File: src/rtl/pairslot_arbiter_pkg.sv
package pairslot_arbiter_pkg;

  // Who won the current slot
  typedef enum logic [1:0] {
    SRC_NONE    = 2'd0,
    SRC_OWNER   = 2'd1,
    SRC_PARTNER = 2'd2
  } pick_src_e;

endpackage

File: src/rtl/arb_slot_ctr.sv
module arb_slot_ctr #(
  parameter int NUM_SLOTS = 32,
  parameter int IDX_W     = $clog2(NUM_SLOTS)
) (
  input  logic             clk,
  input  logic             rst,
  output logic [IDX_W-1:0] slot
);
  localparam logic [IDX_W-1:0] LAST = IDX_W'(NUM_SLOTS - 1);

  always_ff @(posedge clk) begin
    if (rst)              slot <= '0;
    else if (slot == LAST) slot <= '0;
    else                  slot <= slot + 1'b1;
  end

  AST_SLOT_STEP: assert property (@(posedge clk) disable iff (rst)
    !$past(rst) |-> (slot == (($past(slot) == LAST) ? '0 : $past(slot) + 1'b1)));

endmodule

File: src/rtl/arb_cfg_reg.sv
module arb_cfg_reg #(
  parameter int NUM_CORES = 32
) (
  input  logic                 clk,
  input  logic                 rst,
  input  logic [NUM_CORES-1:0] yld_in,
  input  logic [NUM_CORES-1:0] don_in,
  output logic [NUM_CORES-1:0] yld_q,
  output logic [NUM_CORES-1:0] don_q
);
  always_ff @(posedge clk) begin
    if (rst) begin
      yld_q <= '0;
      don_q <= '0;
    end else begin
      yld_q <= yld_in;
      don_q <= don_in;
    end
  end

endmodule

File: src/rtl/arb_pick.sv
module arb_pick
  import pairslot_arbiter_pkg::*;
#(
  parameter int NUM_CORES = 32,
  parameter int IDX_W     = $clog2(NUM_CORES)
) (
  input  logic [IDX_W-1:0]     slot,
  input  logic [NUM_CORES-1:0] req,
  input  logic [NUM_CORES-1:0] yld_q,
  input  logic [NUM_CORES-1:0] don_q,
  output logic [IDX_W-1:0]     pick_idx,
  output pick_src_e            pick_src
);
  localparam logic [IDX_W-1:0] HALF = IDX_W'(NUM_CORES / 2);

  logic [IDX_W-1:0] owner;
  logic [IDX_W-1:0] partner;
  logic             upper;
  logic             own_ok;
  logic             xfer_ok;

  always_comb begin
    owner   = slot;
    upper   = (slot >= HALF);
    partner = upper ? (slot - HALF) : (slot + HALF);
    // upper owners may hand their slot down; lower owners pass it up when idle
    own_ok  = req[owner] && !(upper && yld_q[owner]);
    xfer_ok = upper ? yld_q[owner] : (don_q[owner] && !req[owner]);
    if (own_ok) begin
      pick_idx = owner;
      pick_src = SRC_OWNER;
    end else if (xfer_ok && req[partner]) begin
      pick_idx = partner;
      pick_src = SRC_PARTNER;
    end else begin
      pick_idx = '0;
      pick_src = SRC_NONE;
    end
  end

endmodule

File: src/rtl/pairslot_arbiter.sv
module pairslot_arbiter
  import pairslot_arbiter_pkg::*;
#(
  parameter int NUM_CORES = 32,
  parameter int IDX_W     = $clog2(NUM_CORES)
) (
  input  logic                 clk,
  input  logic                 rst,
  input  logic [NUM_CORES-1:0] req,
  input  logic [NUM_CORES-1:0] yield_cfg,
  input  logic [NUM_CORES-1:0] donate_cfg,
  output logic [NUM_CORES-1:0] gnt,
  output logic [IDX_W-1:0]     gnt_idx
);
  localparam logic [IDX_W-1:0] HALF = IDX_W'(NUM_CORES / 2);

  logic [IDX_W-1:0]     slot;
  logic [NUM_CORES-1:0] yld_q;
  logic [NUM_CORES-1:0] don_q;
  logic [IDX_W-1:0]     pick_idx;
  pick_src_e            pick_src;
  logic [NUM_CORES-1:0] gnt_d;

  arb_slot_ctr #(.NUM_SLOTS(NUM_CORES), .IDX_W(IDX_W)) u_ctr (
    .clk  (clk),
    .rst  (rst),
    .slot (slot)
  );

  arb_cfg_reg #(.NUM_CORES(NUM_CORES)) u_cfg (
    .clk    (clk),
    .rst    (rst),
    .yld_in (yield_cfg),
    .don_in (donate_cfg),
    .yld_q  (yld_q),
    .don_q  (don_q)
  );

  arb_pick #(.NUM_CORES(NUM_CORES), .IDX_W(IDX_W)) u_pick (
    .slot     (slot),
    .req      (req),
    .yld_q    (yld_q),
    .don_q    (don_q),
    .pick_idx (pick_idx),
    .pick_src (pick_src)
  );

  // binary pick to one-hot grant
  for (genvar c = 0; c < NUM_CORES; c++) begin : g_dec
    assign gnt_d[c] = (pick_src != SRC_NONE) && (pick_idx == IDX_W'(c));
  end

  always_ff @(posedge clk) begin
    if (rst) begin
      gnt     <= '0;
      gnt_idx <= '0;
    end else begin
      gnt     <= gnt_d;
      gnt_idx <= (pick_src != SRC_NONE) ? pick_idx : '0;
    end
  end

  AST_GNT_ONEHOT: assert property (@(posedge clk) disable iff (rst)
    $onehot0(gnt));
  AST_IDX_MATCH: assert property (@(posedge clk) disable iff (rst)
    (|gnt) |-> gnt[gnt_idx]);
  AST_IDX_IDLE: assert property (@(posedge clk) disable iff (rst)
    !(|gnt) |-> (gnt_idx == '0));
  AST_OWNER_OR_PARTNER: assert property (@(posedge clk) disable iff (rst)
    (!$past(rst) && (|gnt)) |->
      (gnt_idx == $past(slot) ||
       gnt_idx == (($past(slot) >= HALF) ? $past(slot) - HALF : $past(slot) + HALF)));
  AST_YIELD_HONOURED: assert property (@(posedge clk) disable iff (rst)
    (!$past(rst) && (|gnt) && gnt_idx == $past(slot) && gnt_idx >= HALF)
      |-> (($past(yld_q) & gnt) == '0));
  AST_GNT_HAD_REQ: assert property (@(posedge clk) disable iff (rst)
    (!$past(rst) && (|gnt)) |-> (($past(req) & gnt) != '0));
  AST_GNT_PULSE: assert property (@(posedge clk) disable iff (rst)
    (|gnt) |=> ((gnt & $past(gnt)) == '0));

endmodule

File: config.mk
export PLATFORM = sky130hd
export DESIGN_NAME = pairslot_arbiter
export DESIGN_NICKNAME = d
export VERILOG_FILES = /design/src/rtl/pairslot_arbiter_pkg.sv /design/src/rtl/arb_slot_ctr.sv /design/src/rtl/arb_cfg_reg.sv /design/src/rtl/arb_pick.sv /design/src/rtl/pairslot_arbiter.sv
export SDC_FILE = /design/constraint.sdc
export NUM_CORES = 1
export LEC_CHECK = 0
export BUFFER_PORTS_ARGS = -buffer_cell sky130_fd_sc_hd__buf_4
export CAP_MARGIN = 20
export CORE_ASPECT_RATIO = 1.25
export CORE_UTILIZATION = 48
export DETAILED_ROUTE_END_ITERATION = 10
export PLACE_DENSITY = 0.93
export SYNTH_ARGS = -nofsm -noshare
export SYNTH_HDL_FRONTEND = slang
export SYNTH_SLANG_ARGS = --single-unit
File: constraint.sdc
create_clock -name clk -period 3.65 [get_ports clk]
set_input_delay 0.73 -clock clk [delete_from_list [all_inputs] [get_ports clk]]
set_output_delay 0.73 -clock clk [all_outputs]
set_load 0.005 [all_outputs]
Yosys cells after proc, flatten, opt, wreduce, memory -nomap -nowiden
Cells that the tools add are included.

storage, ports and cells
  logic and storage cells = 100
  register bits = 106
  input port bits = 98
  output and inout bits = 37

cells by class
  add/subtract/negate cells = 3
  bitwise gates (word level) = 1
  equality and inequality tests = 32
  multiplexer cells = 14
  $lt $le $gt $ge = 3
  reduce and logical (&&, ||, !) cells = 42

operators by type and width
  operator               count
  $eq A5 B5 Y1 const B   17
  $eq A5 B4 Y1 const B   8
  $logic_and A1 B1 Y1    36
  $bmux W1 S5            4
  $eq A5 B3 Y1 const B   4
  $mux W5                3
  $lt A5 B6 Y1 const B   2
  $eq A5 B2 Y1 const B   2
  $add A5 B1 Y5 const B  1
  $add A5 B5 Y5 const B  1
  $eq A5 B1 Y1 const B   1
  $ge A5 B5 Y1 const B   1
  $logic_not A5 Y1       1
  $mux W1                5
  $sub A5 B5 Y5 const B  1
  $mux W2                2
  $reduce_or A2 Y1       2
  $logic_not A1 Y1       2
  $reduce_bool A2 Y1     1
  $not A1 Y1             1

Logic depth before layout (Yosys ltp)
  depth in word-level cells = 11
  depth in mapped cells = 9
  depth with buffers taken out = 5

Cells and area by module
A second synthesis with hierarchy kept.

second synthesis, totals
  cells, all modules = 300
  area, all modules = 3903.7 sq um

by module, submodules not included
  module            sequential area each (sq um)  cells each  instances  area each (sq um)
  arb_cfg_reg       1281.2                        135         1          1918.1
  pairslot_arbiter  740.7                         91          1          1083.5
  arb_pick          0.0                           57          1          698.2
  arb_slot_ctr      100.1                         17          1          203.9

Worst setup path after synthesis
Ideal clock, no wire load.

  path kind = input port to flip-flop
  start = input port req[22]
  end = register gnt[18]
  library setup time = 0.116 ns
  data required time = 3.534 ns
  setup slack = 1.466 ns
  path buffers = 1
  data arrival time = 2.067 ns
  stages = 6
  cells stage by stage = mux4_2 > mux2i_1 > nor4_2 > o211ai_4 > buf_6 > a21oi_2

between the ends
  word-level cells in the longest chain between the ends = 10
  elaborated cells on any way between the ends = 16
  classes of those cells = 1 x eq/ne; 9 x mux; 6 x reduce/logical

RTL lines
  what                                                line                            source
  from (decl)                                         pairslot_arbiter.sv:9           input logic [NUM_CORES-1:0] req,
  $bmux W1 S5                                         arb_pick.sv:27, arb_pick.sv:28
  $mux W1 (implied by the code)                       arb_pick.sv:27, arb_pick.sv:28
  $logic_not A1 Y1                                    arb_pick.sv:28                  xfer_ok = upper ? yld_q[owner] : (don_q[owner] && !req[owner]);
  $logic_and A1 B1 Y1                                 arb_pick.sv:28
  $mux W1                                             arb_pick.sv:28
  $logic_and A1 B1 Y1                                 arb_pick.sv:32                  end else if (xfer_ok && req[partner]) begin
  $mux W5 or $mux W2 (tied branches)                  arb_pick.sv:32
  $mux W5 or $mux W2 (tied branches)                  arb_pick.sv:29                  if (own_ok) begin
  $eq A5 B5 Y1 or $reduce_bool A2 Y1 (tied branches)  pairslot_arbiter.sv:50          assign gnt_d[c] = (pick_src != SRC_NONE) && (pick_idx == IDX_W'(c));
  $logic_and A1 B1 Y1 *                               pairslot_arbiter.sv:50
  to (signal assigned)                                pairslot_arbiter.sv:58          gnt <= gnt_d;
  to (decl)                                           pairslot_arbiter.sv:12          output logic [NUM_CORES-1:0] gnt,

Every way passes the cells marked *; elsewhere a longest branch is shown, timed or not. The select of a mux whose other input is x is not followed.
A chain may end at the register's enable or synchronous reset.

Final worst setup path
  start = register u_ctr.slot[0]
  end = register gnt[31]

between the ends
  word-level cells in the longest chain between the ends = 10
  elaborated cells on any way between the ends = 26
  classes of those cells = 2 x add/sub; 1 x order compare; 1 x eq/ne; 14 x mux; 8 x reduce/logical

RTL lines
  what                                                   line                    source
  from (decl)                                            arb_slot_ctr.sv:7       output logic [IDX_W-1:0] slot
  from (signal assigned)                                 arb_slot_ctr.sv:14      else slot <= slot + 1'b1;
  branches (longest 9 deep; another with $add A5 B5 Y5)  n/a
  $logic_and A1 B1 Y1 *                                  pairslot_arbiter.sv:50

Every way passes the cells marked *. The select of a mux whose other input is x is not followed.

==> metrics <==
status=finished, final reports clean; ordered list of cells on the worst path=buf_4 > mux2_2 > mux4_2 > nor3_2 > o21ai_2 > a211oi_1; number of antenna violations at the first check in global routing=0; via density per instance=5.22; Port Buf Inserts=between 100 and 150; data arrival time of the critical path=between 3000 and 4000 ps; iteration-0 DRC count of the detailed router=around 170; commonest cells in the netlist=sky130_fd_sc_hd__dfxtp_1, sky130_fd_sc_hd__nor2b_1, sky130_fd_sc_hd__nor3_1, sky130_fd_sc_hd__nand2_1; static leakage=1.62 nW; overall die height=88.9 um; routed via count=2222; dominant cell by count in the synthesized netlist=sky130_fd_sc_hd__dfxtp_1; initial standard-cell utilization of the core=49.8%; cell count after synthesis=258; maximum frequency from static timing analysis=between 300 and 400 MHz; relative slew slack=43.3%; highest fanout seen on the critical path=17; max-slew violation count=0; count of flip-flops with a built-in enable after synthesis=0; worst flop-to-flop path startpoint=u_ctr.slot[0]; detailed-placement wirelength estimate=4.51 mm; Final Instance Area=3860 um2; worst flop-to-flop path endpoint=gnt[31]; Hold Vio Cnt, Final=0; DRC violations left=0; area share of the leading cell type in the synthesized netlist=51.1%; slowest library cell on the worst path=sky130_fd_sc_hd__dfxtp_1; post-CTS clock slew at the launch and capture registers of the worst setup and hold paths=70 ps; GPL Wtd Cong=0.841; count of standard-cell rows=31; Register-to-Register Path Depth=6; final cycle utilization of the critical path=75.8%; clk_skew=9.30 ps; top-level I/O count=between 100 and 150; CTS tree=yes; leading post-synthesis cells by cell area=sky130_fd_sc_hd__dfxtp_1, sky130_fd_sc_hd__mux4_2, sky130_fd_sc_hd__nor2b_1; CTS H-tree lvls=3; Crit. Startpoint=u_ctr.slot[0]; width of the die=71.5 um; Nets=456; Area growth, synth to finish=33.1%; 1st-pass router iterations=4; worst IR drop on VDD=0.279 mV; aggregate negative setup slack=0 ps; Total Die Area=6360 um2; total congestion overflow after global routing=0; hold buffer count at CTS=0; Final setup violation count=0; first-pass GRT wire length=9.44 mm; async set-reset flop share out of synthesis=0%; synthesized area divided by synthesized cell count=11.2 um2; Worst setup EP type=flop; wire length after detailed routing=6.01 mm; number of fill cells=between 400 and 500; flop-to-flop setup slack=between 800 and 900 ps; remaining antenna violation count after routing=0; portion of the post-synthesis area used by sequential elements=51.1%; total of cells resized after clock tree synthesis=0; flip-flop and latch count after synthesis=74; reported max-cap violation count=0; via count of the first global-routing pass=~2100; Req. time, crit path=3900 ps; average routed wire per standard cell=roughly 14 um; power per cell area=449 nW/um2; Worst Setup Start Kind=flop; total of warnings raised by yosys=0; fraction of final layout cells sized beyond drive strength 1=44.2%; unrepaired setup endpoints after global routing=false; pin slew with the least headroom to its limit=850 ps; Ant. Diodes=0; path type of the worst setup path=reg -> reg; Post-CTS Setup Repair Bufs=0; critical path endpoint=gnt[31]; Yosys top cell by area=sky130_fd_sc_hd__dfxtp_1; placement-stage cell area=3650 um2; clk sink count=74; total CTS buffers=9; Total Routing Usage GR=20.2%; delay of the slowest cell on the worst path=approximately 700 ps; shortest period the worst path allows=2770 ps; worst hold path class=in -> reg; clock tree root driver cell=sky130_fd_sc_hd__clkbuf_8; insertion delay of the later-clocked pin in the worst-skew pair=340 ps; post-synth net total=between 300 and 400; pin count of the biggest net entering global routing=54; Core Box Area=5820 um2; cell area after technology mapping=2900 um2; maximum root-to-sink buffer count=2; Main synth FF type=sky130_fd_sc_hd__dfxtp_1; distinct cell type count after synthesis=42
==> layer usage <==
| metal | global-route usage (%) | up-vias | share of wire (%) |
|---|---|---|---|
| met5 | 0 | - | 0 |
| met4 | 12.7 | 0 | 3.5 |
| met3 | 5.86 | 17 | 5.3 |
| met2 | 38.4 | 92 | 56 |
| met1 | 19.0 | 1023 | 35 |
| li1 | - | 1090 | - |
==> cells in the final DEF (no fill, tap or decap), types with 3 or more instances in the layout <==
cell type / netlist / layout
sky130_fd_sc_hd__buf_4: 2 / 104
sky130_fd_sc_hd__dfxtp_1: 74 / 74
sky130_fd_sc_hd__nor2b_1: 35 / 35
sky130_fd_sc_hd__nor3_1: 21 / 21
sky130_fd_sc_hd__nand2_1: 19 / 19
sky130_fd_sc_hd__nor2_1: 11 / 11
sky130_fd_sc_hd__mux4_2: 11 / 11
sky130_fd_sc_hd__mux2_2: 9 / 9
sky130_fd_sc_hd__a21oi_2: 9 / 9
sky130_fd_sc_hd__clkbuf_8: 0 / 9
sky130_fd_sc_hd__a211oi_1: 6 / 6
sky130_fd_sc_hd__inv_1: 4 / 4
sky130_fd_sc_hd__mux2i_1: 4 / 4
sky130_fd_sc_hd__a31oi_1: 4 / 4
sky130_fd_sc_hd__mux2_4: 3 / 3
sky130_fd_sc_hd__nand3_1: 3 / 3
==> sequential cells by signal (all words and copies together), names as in the netlist <==
register / flops
gnt: 32
u_cfg.yld_q: 16
u_cfg.don_q: 16
gnt_idx: 5
u_ctr.slot: 5
==> kinds of logic after synthesis <==
kind of cell    count (synthesis)  share of synthesized area, %
xor+xnor                        2                         0.604
compound gates                 29                          8.16
flops                          74                          51.1
mux                            29                          16.1
simple gates                  100                          18.6
fa+ha+maj                       2                         0.863
buf+inv                        22                          4.53
==> how the worst min path moves through the flow <==
stage | startpoint | cells after the start | slack, ps | to
2_1_floorplan | u_ctr.slot[3] | 2 | 610 | gnt[23]
3_3_place_gp | u_ctr.slot[3] | 1 | 590 | gnt[23]
3_5_place_dp | u_ctr.slot[3] | 1 | 600 | gnt[23]
4_1_cts | donate_cfg[12] | 2 | 590 | u_cfg.don_q[12]
5_1_grt | yield_cfg[22] | 2 | 590 | u_cfg.yld_q[22]
6_report | yield_cfg[27] | 2 | 600 | u_cfg.yld_q[27]
==> layout make-up <==
cell class | count | area (um2) | share of cell area, %
clock inverters | 5 | 80.1 | 2.08
clock buffers | 10 | 128 | 3.31
multi-input cells | 162 | 1290 | 33.3
well taps | 66 | 82.6 | 2.14
inverters | 5 | 18.8 | 0.487
repair buffers | 104 | 781 | 20.2
flip-flops and latches | 74 | 1480 | 38.4
==> critical path, delay by kind of cell, from the launching register on <==
kind	cells	cell delay [ps]
AOI/OAI and AO/OA	2	580
buffers and inverters	1	330
DFF	1	700
muxes	2	860
and+or+nand+nor	1	190
==> metrics by stage <==
stage                     total power [mW]  hold WS (ps)  utilization [%]  std cells  setup slack [ps]
after global placement                1.09           587             62.7        411               949
after detailed placement              1.09           603             62.7        411               890
after global routing                  1.80           594             66.3        426               688
final                                 1.73           597             66.3        426               884
after floorplan                       1.01           613                -        258              1470
after CTS                             1.74           590             66.3        426               833
==> power by group <==
part           leakage (nW)  internal (mW)  switching, mW  total [mW]
clock network        0.0984          0.380          0.275       0.655
logic                 0.917          0.125         0.0957       0.220
registers             0.606          0.835         0.0199       0.855
Power figures use the tool's default switching activity.
